--- config.mk ---
export PLATFORM = sky130hd
export DESIGN_NAME = uart_regfront
export DESIGN_NICKNAME = d
export VERILOG_FILES = /design/src/rtl/uart_regfront_pkg.sv /design/src/rtl/uart_regfront_ctrl.sv /design/src/rtl/uart_regfront_dp.sv /design/src/rtl/uart_regfront.sv
export SDC_FILE = /design/constraint.sdc
export NUM_CORES = 1
export LEC_CHECK = 0
export BUFFER_PORTS_ARGS = -buffer_cell sky130_fd_sc_hd__buf_2
export CAP_MARGIN = 25
export CORE_MARGIN = 2
export CORE_UTILIZATION = 45
export DETAILED_ROUTE_END_ITERATION = 8
export HOLD_SLACK_MARGIN = 0.03
export PLACE_DENSITY = 0.83
export SKIP_CTS_REPAIR_TIMING = 1
export SLEW_MARGIN = 5
export SYNTH_ARGS = -nofsm -noshare
export SYNTH_HDL_FRONTEND = slang
export SYNTH_HIERARCHICAL = 1
export SYNTH_SLANG_ARGS = --single-unit
--- constraint.sdc ---
create_clock -name clk -period 2.5 [get_ports clk]
set_input_delay 0.375 -clock clk [delete_from_list [all_inputs] [get_ports clk]]
set_output_delay 0.375 -clock clk [all_outputs]
set_load 0.1 [all_outputs]
--- src/rtl/uart_regfront_pkg.sv ---
package uart_regfront_pkg;

  typedef enum logic [3:0] {
    SEL_NONE, SEL_DR, SEL_RSR, SEL_FR, SEL_IBRD, SEL_FBRD, SEL_LCR, SEL_CR,
    SEL_IFLS, SEL_IMSC, SEL_RIS, SEL_MIS, SEL_ICR, SEL_DMACR, SEL_ID
  } regSelT;

  typedef struct packed {
    logic       rd;
    logic       wr;
    regSelT     sel;
    logic [2:0] idIdx;
  } strobeT;

  function automatic logic [7:0] idByte(input int variant, input logic [2:0] idx);
    logic [7:0] b;
    case (idx)
      3'd0: b = 8'h11;
      3'd1: b = (variant == 0) ? 8'h10 : 8'h00;
      3'd2: b = (variant == 0) ? 8'h14 : 8'h18;
      3'd3: b = (variant == 0) ? 8'h00 : 8'h01;
      3'd4: b = 8'h0D;
      3'd5: b = 8'hF0;
      3'd6: b = 8'h05;
      default: b = 8'hB1;
    endcase
    return b;
  endfunction

endpackage

--- src/rtl/uart_regfront_ctrl.sv ---
module uart_regfront_ctrl
  import uart_regfront_pkg::*;
#(
  parameter int ADDR_W = 12
) (
  input  logic              acc,
  input  logic              wrEn,
  input  logic [ADDR_W-1:0] addr,
  output strobeT            strb
);
  localparam int WORD_W = ADDR_W - 2;
  localparam logic [WORD_W-4:0] ID_PAGE = '1;

  logic [WORD_W-1:0] wordIdx;
  logic              aligned;
  regSelT            selDec;

  assign wordIdx = addr[ADDR_W-1:2];
  assign aligned = (addr[1:0] == 2'b00);

  always_comb begin
    selDec = SEL_NONE;
    if (wordIdx[WORD_W-1:3] == ID_PAGE) begin
      selDec = SEL_ID;
    end else begin
      case (wordIdx)
        WORD_W'(0):  selDec = SEL_DR;
        WORD_W'(1):  selDec = SEL_RSR;
        WORD_W'(6):  selDec = SEL_FR;
        WORD_W'(9):  selDec = SEL_IBRD;
        WORD_W'(10): selDec = SEL_FBRD;
        WORD_W'(11): selDec = SEL_LCR;
        WORD_W'(12): selDec = SEL_CR;
        WORD_W'(13): selDec = SEL_IFLS;
        WORD_W'(14): selDec = SEL_IMSC;
        WORD_W'(15): selDec = SEL_RIS;
        WORD_W'(16): selDec = SEL_MIS;
        WORD_W'(17): selDec = SEL_ICR;
        WORD_W'(18): selDec = SEL_DMACR;
        default:     selDec = SEL_NONE;
      endcase
    end
  end

  always_comb begin
    strb.rd    = acc & ~wrEn;
    strb.wr    = acc & wrEn;
    strb.sel   = aligned ? selDec : SEL_NONE;
    strb.idIdx = wordIdx[2:0];
  end

endmodule

--- src/rtl/uart_regfront_dp.sv ---
module uart_regfront_dp
  import uart_regfront_pkg::*;
#(
  parameter int DATA_W     = 32,
  parameter int IBRD_W     = 16,
  parameter int FBRD_W     = 6,
  parameter int LCR_W      = 8,
  parameter int CR_W       = 16,
  parameter int IFLS_W     = 6,
  parameter int IMSC_W     = 11,
  parameter int DMA_W      = 3,
  parameter int FLAG_W     = 9,
  parameter int RXD_W      = 12,
  parameter int FEN_BIT    = 4,
  parameter int BRK_BIT    = 0,
  parameter int ID_VARIANT = 0,
  parameter logic [IFLS_W-1:0] IFLS_RESET = 6'h12
) (
  input  logic              clk,
  input  logic              rstN,
  input  strobeT            strb,
  input  logic [DATA_W-1:0] wdata,
  input  logic [FLAG_W-1:0] flagsIn,
  input  logic [RXD_W-1:0]  rxData,
  input  logic [IMSC_W-1:0] intRaw,
  output logic [DATA_W-1:0] rdata,
  output logic              rdValid,
  output logic              rxPop,
  output logic              txPush,
  output logic [7:0]        txData,
  output logic              intClear,
  output logic [IMSC_W-1:0] intClearBits,
  output logic [IBRD_W-1:0] ibrdOut,
  output logic [FBRD_W-1:0] fbrdOut,
  output logic [LCR_W-1:0]  lcrOut,
  output logic [CR_W-1:0]   crOut,
  output logic [IFLS_W-1:0] iflsOut,
  output logic [IMSC_W-1:0] imscOut,
  output logic [DMA_W-1:0]  dmacrOut,
  output logic              fifoReset,
  output logic              breakOut
);
  localparam int ERR_W = RXD_W - 8;

  logic [IBRD_W-1:0] ibrdReg;
  logic [FBRD_W-1:0] fbrdReg;
  logic [LCR_W-1:0]  lcrReg;
  logic [CR_W-1:0]   crReg;
  logic [IFLS_W-1:0] iflsReg;
  logic [IMSC_W-1:0] imscReg;
  logic [DMA_W-1:0]  dmaReg;
  logic [ERR_W-1:0]  rsrReg;
  logic [DATA_W-1:0] rdNext;

  function automatic logic wrTo(input strobeT s, input regSelT r);
    return s.wr && (s.sel == r);
  endfunction

  always_comb begin
    rdNext = '0;
    case (strb.sel)
      SEL_DR:    rdNext = DATA_W'(rxData);
      SEL_RSR:   rdNext = DATA_W'(rsrReg);
      SEL_FR:    rdNext = DATA_W'(flagsIn);
      SEL_IBRD:  rdNext = DATA_W'(ibrdReg);
      SEL_FBRD:  rdNext = DATA_W'(fbrdReg);
      SEL_LCR:   rdNext = DATA_W'(lcrReg);
      SEL_CR:    rdNext = DATA_W'(crReg);
      SEL_IFLS:  rdNext = DATA_W'(iflsReg);
      SEL_IMSC:  rdNext = DATA_W'(imscReg);
      SEL_RIS:   rdNext = DATA_W'(intRaw);
      SEL_MIS:   rdNext = DATA_W'(intRaw & imscReg);
      SEL_DMACR: rdNext = DATA_W'(dmaReg);
      SEL_ID:    rdNext = DATA_W'(idByte(ID_VARIANT, strb.idIdx));
      default:   rdNext = '0;
    endcase
  end

  always_ff @(posedge clk) begin
    if (!rstN) begin
      ibrdReg <= '0; fbrdReg <= '0; lcrReg <= '0; crReg <= '0;
      iflsReg <= IFLS_RESET; imscReg <= '0; dmaReg <= '0; rsrReg <= '0;
      rdata <= '0; rdValid <= 1'b0; rxPop <= 1'b0; txPush <= 1'b0;
      txData <= '0; intClear <= 1'b0; intClearBits <= '0; fifoReset <= 1'b0;
    end else begin
      rdValid   <= strb.rd;
      rdata     <= strb.rd ? rdNext : '0;
      rxPop     <= strb.rd && (strb.sel == SEL_DR);
      txPush    <= wrTo(strb, SEL_DR);
      intClear  <= wrTo(strb, SEL_ICR);
      fifoReset <= wrTo(strb, SEL_LCR) && (wdata[FEN_BIT] != lcrReg[FEN_BIT]);
      if (wrTo(strb, SEL_DR))    txData  <= wdata[7:0];
      if (wrTo(strb, SEL_ICR))   intClearBits <= wdata[IMSC_W-1:0];
      if (wrTo(strb, SEL_IBRD))  ibrdReg <= wdata[IBRD_W-1:0];
      if (wrTo(strb, SEL_FBRD))  fbrdReg <= wdata[FBRD_W-1:0];
      if (wrTo(strb, SEL_LCR))   lcrReg  <= wdata[LCR_W-1:0];
      if (wrTo(strb, SEL_CR))    crReg   <= wdata[CR_W-1:0];
      if (wrTo(strb, SEL_IFLS))  iflsReg <= wdata[IFLS_W-1:0];
      if (wrTo(strb, SEL_IMSC))  imscReg <= wdata[IMSC_W-1:0];
      if (wrTo(strb, SEL_DMACR)) dmaReg  <= wdata[DMA_W-1:0];
      if (wrTo(strb, SEL_RSR))
        rsrReg <= '0;
      else if (strb.rd && (strb.sel == SEL_DR))
        rsrReg <= rxData[RXD_W-1:8];
    end
  end

  assign ibrdOut  = ibrdReg;
  assign fbrdOut  = fbrdReg;
  assign lcrOut   = lcrReg;
  assign crOut    = crReg;
  assign iflsOut  = iflsReg;
  assign imscOut  = imscReg;
  assign dmacrOut = dmaReg;
  assign breakOut = lcrReg[BRK_BIT];

  assert_ibrd_only_by_write_R2: assert property (@(posedge clk) disable iff (!rstN)
    (ibrdReg != $past(ibrdReg)) |-> $past(strb.wr && strb.sel == SEL_IBRD));

  assert_fr_write_ignored_R4: assert property (@(posedge clk) disable iff (!rstN)
    (strb.wr && strb.sel == SEL_FR) |=>
      ($stable(lcrReg) && $stable(crReg) && $stable(ibrdReg) && $stable(imscReg)
       && !txPush && !intClear && !fifoReset));

  assert_icr_reads_zero_R5: assert property (@(posedge clk) disable iff (!rstN)
    (strb.rd && strb.sel == SEL_ICR) |=> (rdValid && rdata == '0));

  assert_fifo_reset_on_toggle_R9: assert property (@(posedge clk) disable iff (!rstN)
    fifoReset |-> (lcrReg[FEN_BIT] != $past(lcrReg[FEN_BIT])));

  assert_undecoded_reads_zero_R10: assert property (@(posedge clk) disable iff (!rstN)
    (strb.rd && strb.sel == SEL_NONE) |=> (rdValid && rdata == '0));

  assert_rsr_clear_R8: assert property (@(posedge clk) disable iff (!rstN)
    (strb.wr && strb.sel == SEL_RSR) |=> (rsrReg == '0));

endmodule

--- src/rtl/uart_regfront.sv ---
module uart_regfront
  import uart_regfront_pkg::*;
#(
  parameter int ADDR_W     = 12,
  parameter int DATA_W     = 32,
  parameter int IBRD_W     = 16,
  parameter int FBRD_W     = 6,
  parameter int LCR_W      = 8,
  parameter int CR_W       = 16,
  parameter int IFLS_W     = 6,
  parameter int IMSC_W     = 11,
  parameter int DMA_W      = 3,
  parameter int FLAG_W     = 9,
  parameter int RXD_W      = 12,
  parameter int ID_VARIANT = 0
) (
  input  logic              clk,
  input  logic              rstN,
  input  logic              acc,
  input  logic              wrEn,
  input  logic [ADDR_W-1:0] addr,
  input  logic [DATA_W-1:0] wdata,
  output logic [DATA_W-1:0] rdata,
  output logic              rdValid,
  input  logic [FLAG_W-1:0] flagsIn,
  input  logic [RXD_W-1:0]  rxData,
  output logic              rxPop,
  output logic              txPush,
  output logic [7:0]        txData,
  input  logic [IMSC_W-1:0] intRaw,
  output logic              intClear,
  output logic [IMSC_W-1:0] intClearBits,
  output logic [IBRD_W-1:0] ibrdOut,
  output logic [FBRD_W-1:0] fbrdOut,
  output logic [LCR_W-1:0]  lcrOut,
  output logic [CR_W-1:0]   crOut,
  output logic [IFLS_W-1:0] iflsOut,
  output logic [IMSC_W-1:0] imscOut,
  output logic [DMA_W-1:0]  dmacrOut,
  output logic              fifoReset,
  output logic              breakOut
);
  strobeT strb;

  uart_regfront_ctrl #(.ADDR_W(ADDR_W)) uCtrl (
    .acc(acc), .wrEn(wrEn), .addr(addr), .strb(strb)
  );

  uart_regfront_dp #(
    .DATA_W(DATA_W), .IBRD_W(IBRD_W), .FBRD_W(FBRD_W), .LCR_W(LCR_W),
    .CR_W(CR_W), .IFLS_W(IFLS_W), .IMSC_W(IMSC_W), .DMA_W(DMA_W),
    .FLAG_W(FLAG_W), .RXD_W(RXD_W), .ID_VARIANT(ID_VARIANT)
  ) uDp (
    .clk(clk), .rstN(rstN), .strb(strb), .wdata(wdata), .flagsIn(flagsIn),
    .rxData(rxData), .intRaw(intRaw), .rdata(rdata), .rdValid(rdValid),
    .rxPop(rxPop), .txPush(txPush), .txData(txData), .intClear(intClear),
    .intClearBits(intClearBits), .ibrdOut(ibrdOut), .fbrdOut(fbrdOut),
    .lcrOut(lcrOut), .crOut(crOut), .iflsOut(iflsOut), .imscOut(imscOut),
    .dmacrOut(dmacrOut), .fifoReset(fifoReset), .breakOut(breakOut)
  );

endmodule

# Yosys cells after proc, flatten, opt, wreduce, memory -nomap -nowiden
# Memories as Yosys holds them, arrays and structs flattened.
# Cells that the tools add are included.
[word_totals]
register_bits = 126
romBits = 128
input_bits = 80
output_inout_bits = 123
word_cells = 66
mem_count = 1
[classes]
n_eq_ne = 22
muxes = 5
bitwise = 5
reduce_logical = 17
[mem_list]
columns = ["memory", "words", "width", "rd", "rd_ports_with_merged_regs", "wr", "line", "text"]
rows = [
  ["(name not given)", 32, 4, 1, 0, 0, "uart_regfront_ctrl.sv:26", "case (wordIdx)"],
]
[op_table]
columns = ["op", "count"]
rows = [
  ["$pmux 32 s13", 1],
  ["$pmux 8 s7", 1],
  ["$eq 4x4->1 const B", 7],
  ["$eq 4x3->1 const B", 4],
  ["$logic_and 1x1->1", 12],
  ["$mux 4", 3],
  ["$and 11x11->11", 1],
  ["$eq 3x3->1 const B", 3],
  ["$eq 4x2->1 const B", 2],
  ["$eq 7x7->1 const B", 1],
  ["$eq 3x2->1 const B", 2],
  ["$logic_not 5->1", 1],
  ["$eq 4x1->1 const B", 1],
  ["$eq 3x1->1 const B", 1],
  ["$logic_not 3->1", 1],
  ["$and 1x1->1", 2],
  ["$logic_not 2->1", 1],
  ["$not 1->1", 2],
  ["$reduce_and 2->1", 1],
  ["$reduce_or 2->1", 1],
  ["$ne 1x1->1", 1],
]

# Logic depth before layout (Yosys ltp)
[logic_depth]
word_depth = 7
depth_mapped = 13
ltp_nobuf = 11

# Modules after synthesis
# Netlist, hierarchy kept.
[modules_own_cells]
columns = ["module", "instances", "cells_per_inst", "area_per_inst_um2", "seq_area_each_um2"]
rows = [
  ["uart_regfront_dp", 1, 624, 5201.2, 2202.1],
  ["uart_regfront_ctrl", 1, 50, 339.1, 0.0],
]

# Worst setup path before layout
# No wires, ideal clock.
[synth_path]
kind = "input to register"
start = "in addr[7]"
end = "reg uDp.crReg[12], in the netlist uDp/crOut[12]"
t_arrival_ps = 2378
required_ps = 2376
setup_slack_ps = -1
path_stages = 10
n_path_buf = 1
cell_sequence = "or4_4 > nor2_4 > o21ai_0 > a21oi_1 > inv_1 > nor2_2 > nand3_2 > buf_2 > nand2_1 > a21boi_0"
[synth_lines]
columns = ["element", "line", "text"]
rows = [
  ["start: declaration", "uart_regfront.sv:21", "input logic [ADDR_W-1:0] addr,"],
  ["end signal: assignment", "uart_regfront_dp.sv:97", "if (wrTo(strb, SEL_CR)) crReg <= wdata[CR_W-1:0];"],
  ["end: declaration", "uart_regfront_dp.sv:48", "logic [CR_W-1:0] crReg;"],
]

==> results.md <==
* Status: finished clean
* Crit path max fanout at 16
* Placed cell area at ~7000 µm²
* Simple-Gate Fraction of Synth Area at roughly 22%
* Fraction of layout cells with a size suffix above 1 at around 33%
* Clock skew at roughly 0.0048 ns
* Root Buffer: clkbuf_16
* Top Metal Used: met4
* Hold crit path type: in -> reg
* Final GP Congestion at approximately 0.93
* Core area at around 12000 µm²
* Int Power at 2.570 mW
* Num Clock Sinks at 110
* Mean Syn Cell Area at 8.220 µm²
* Final min period at between 2 and 2.5 ns
* Switch Pwr at around 950 µW
* Hpwl dp at around 14000 µm
* DR vias at a little under 6000
* Setup violators final at 0
* Combinational cell fraction of total power at approximately 9%
* WHS Path Cells at 3
* Initial core utilization at 46.13%
* Leading area contributor after synthesis: dfxtp_1
* DRT antenna net count at 0
* Worst-path clk slew at approximately 0.080 ns
* Overall Global Routing Usage at between 20% and 30%
* Die ar. at 13220 µm²
* Top_reg_cell synth: dfxtp_1
* Mux contribution to synthesized area at under 10%
* Max Clock Freq at between 400 and 500 MHz
* Largest net degree at the start of global routing at 90
* Number of nets in the layout at between 900 and 1000
* Maximum VDD drop at ~0.0003 V
* Req. time, crit path at approximately 2.8 ns
* ANT cells at 0
* CP Launch Point: addr[7]
* Number of enable flip-flop cells after synthesis at 0
* Worst endpoint data arrival time at between 2 and 3 ns
* Vias in the first global route at approximately 5400
* Clk buf depth at 2
* Average vias per placed instance at roughly 5.7
* Xor and xnor area share after synthesis at 0.1581%
* Switching share of power at 27.06%
* Post-Syn Instances at roughly 670
* Critical path type: in -> reg
* WL met2 at a little under 9000 µm
* Critical path endpoint category: register
* Worst skew pair latency at roughly 0.35 ns
* Worst Tran Pin Value at 0.7309 ns
* Yosys top cell area share at between 30% and 40%
* Chip width at roughly 110 µm
* Max_slew headroom at 51.27%
* I/O Buffers at 170
* Num CTS Buffers at 9
* First-pass GRT wire length at between 20000 and 30000 µm
* Library cells used by synthesis at 63
* Worst Reg-to-Reg Cells at 5
* Worst hold margin at roughly 0.27 ns
* Post-route DRC at 0
* Post-synth top cells: 158 x nand2_1, 110 x dfxtp_1, 61 x a21boi_0
* Final Hold Viols at 0
* Die Ht at approximately 110 µm
* Max Transition Viols Final at 0
* # rows at 40
* DR pass1 iterations at 6
* RSZ-0062 raised after global routing: true
* Max-cap violations at 0
* Top post-synthesis cells by area: dfxtp_1 40%, nand2_1 11%, a21boi_0 8.3%
* DR WL/cell at roughly 19 µm
* Flops & latches, synth at 110
* Number of synthesis warnings at 6
* Area occupied by multi-input gates at 3019 µm²
* Reg2reg start: uDp/fbrdOut[3]$_SDFFE_PN0P_
* Compound-Gate Fraction of Synth Area at around 24%
* I/O pin count at 203
* Post-Syn Area at 5540 µm²
* Util after Layout at 60.56%
* Final critical-path share of the clock period at 96.48%
* CTS tree: built
* Power Dens Cells at 484.2 nW/µm²
* Total gr overflow at 0
* Hold Startpoint: wdata[14]
* Total Wirelength at approximately 19000 µm
* Area Overhead vs Synth at 31.30%
* Sequential element share of the synthesized area at between 30% and 40%
* Leakage at between 3 and 4 nW
* H-tree depth at 3
* Sequential cell area at ~2200 µm²
* Clock Power Share at approximately two fifths
* Non-filler cells, final at slightly above 1000
* Most instantiated library cell after synthesis: nand2_1
* Post-synth ARST share at 0%
* Sequential Power Share at 49.7%
* Main combinational cell family by area after synthesis: compound AO/OA/AOI/OAI gates
* Filler cells at slightly above 1000
* Fin Setup TNS at 0 ns
* Adder-cell share of the synthesized area at roughly 1.6%
* Startpoint types: primary input
* Initial antenna violation count at 0
* Wire length on met3 at between 1500 and 2000 µm
* Metal-1 WL at just under 8000 µm
* Cells after DPL at roughly 1000
* Final Cell Area at about 7300 µm²
* Starting DRT DRC Count at roughly 750
## worst paths after layout
| check | to | slack [ns] |
|---|---|---|
| worst max-delay path | uDp/crOut[2]$_SDFFE_PN0P_ | 0.09 |
| worst min-delay path | uDp/ibrdOut[14]$_SDFFE_PN0P_ | 0.27 |
| worst max register to register | uDp/rdata[3]$_SDFF_PN0_ | 1.14 |
| worst min register to register | uDp/rsrReg[1]$_SDFFE_PP0P_ | 0.47 |
## placed cells by master (no fill, tap or decap), types with 5 or more instances in the layout
master and count:
a21boi_0 61, a21boi_1 19, a21oi_1 13, a22oi_1 13
a31oi_1 10, and2_1 5, and3_1 5, buf_12 6
buf_2 170, buf_4 72, clkbuf_16 9, conb_1 16
dfxtp_1 110, ha_1 6, inv_1 8, mux2i_1 17
nand2_1 158, nand2b_1 8, nand3_1 21, nor2_1 21
nor2b_1 10, nor3_1 5, o21ai_0 36
## flip-flops by register name (all words and copies together), names as in the netlist, 3 cells and up
register,cells
uDp/crOut,16
uDp/ibrdOut,16
uDp/rdata,16
uDp/imscOut,11
uDp/intClearBits,11
uDp/lcrOut,8
uDp/txData,8
uDp/fbrdOut,6
uDp/iflsOut,6
uDp/rsrReg,4
uDp/dmacrOut,3
## power groups by stage
stage	clock network (mW)	registers (mW)	logic, mW
floorplan	0	1.80	0.219
global placement	0	1.79	0.308
detailed placement	0	1.79	0.308
CTS	1.46	1.75	0.309
global route	1.53	1.75	0.333
finish	1.45	1.75	0.316
## stage by stage
stage	power, mW	worst slack, ns
after floorplan	2.019	0.01285
after global placement	2.101	-0.2859
after detailed placement	2.101	-0.3184
after CTS	3.516	0.01976
after global routing	3.614	-0.005181
final	3.523	0.08796
## cells by family (layout without fill, tap and decap cells)
| family | after synthesis | in the layout |
|---|---|---|
| xor gates and xnor gates | 1 | 1 |
| muxes | 22 | 22 |
| and+or+nand+nor | 263 | 263 |
| buffers and inverters | 79 | 274 |
| other | 1 | 16 |
| adders and majority gates | 7 | 7 |
| DFF | 110 | 110 |
| AOI/OAI and AO/OA | 191 | 191 |
## critical path: stages
cell      delay [ns]
buf_2           0.11
or4_4           0.54
nor2_4          0.13
o21ai_0         0.10
a21oi_2         0.34
buf_4           0.27
nand2_1         0.13
buf_4           0.17
nor2_4          0.09
buf_12          0.15
nand2_1         0.08
a21boi_0        0.19
## layout make-up
| cell class | instances | share of cell area, % |
|---|---|---|
| Tap cell | 147 | 2.528 |
| Clock buffer | 10 | 3.285 |
| Sequential cell | 110 | 30.27 |
| Multi-Input combinational cell | 500 | 41.50 |
| Inverter | 8 | 0.4128 |
| Clock inverter | 6 | 0.9116 |
| Timing Repair Buffer | 250 | 21.09 |
## layer usage
| layer | global-route usage, % | vias to the layer above |
|---|---|---|
| met2 | 46.20 | 380 |
| met4 | 9.558 | 0 |
| met1 | 38.61 | 2695 |
| li1 | - | 2709 |
| met5 | 0 | - |
| met3 | 5.746 | 47 |
No activity file was read; power rests on OpenSTA's default activity.
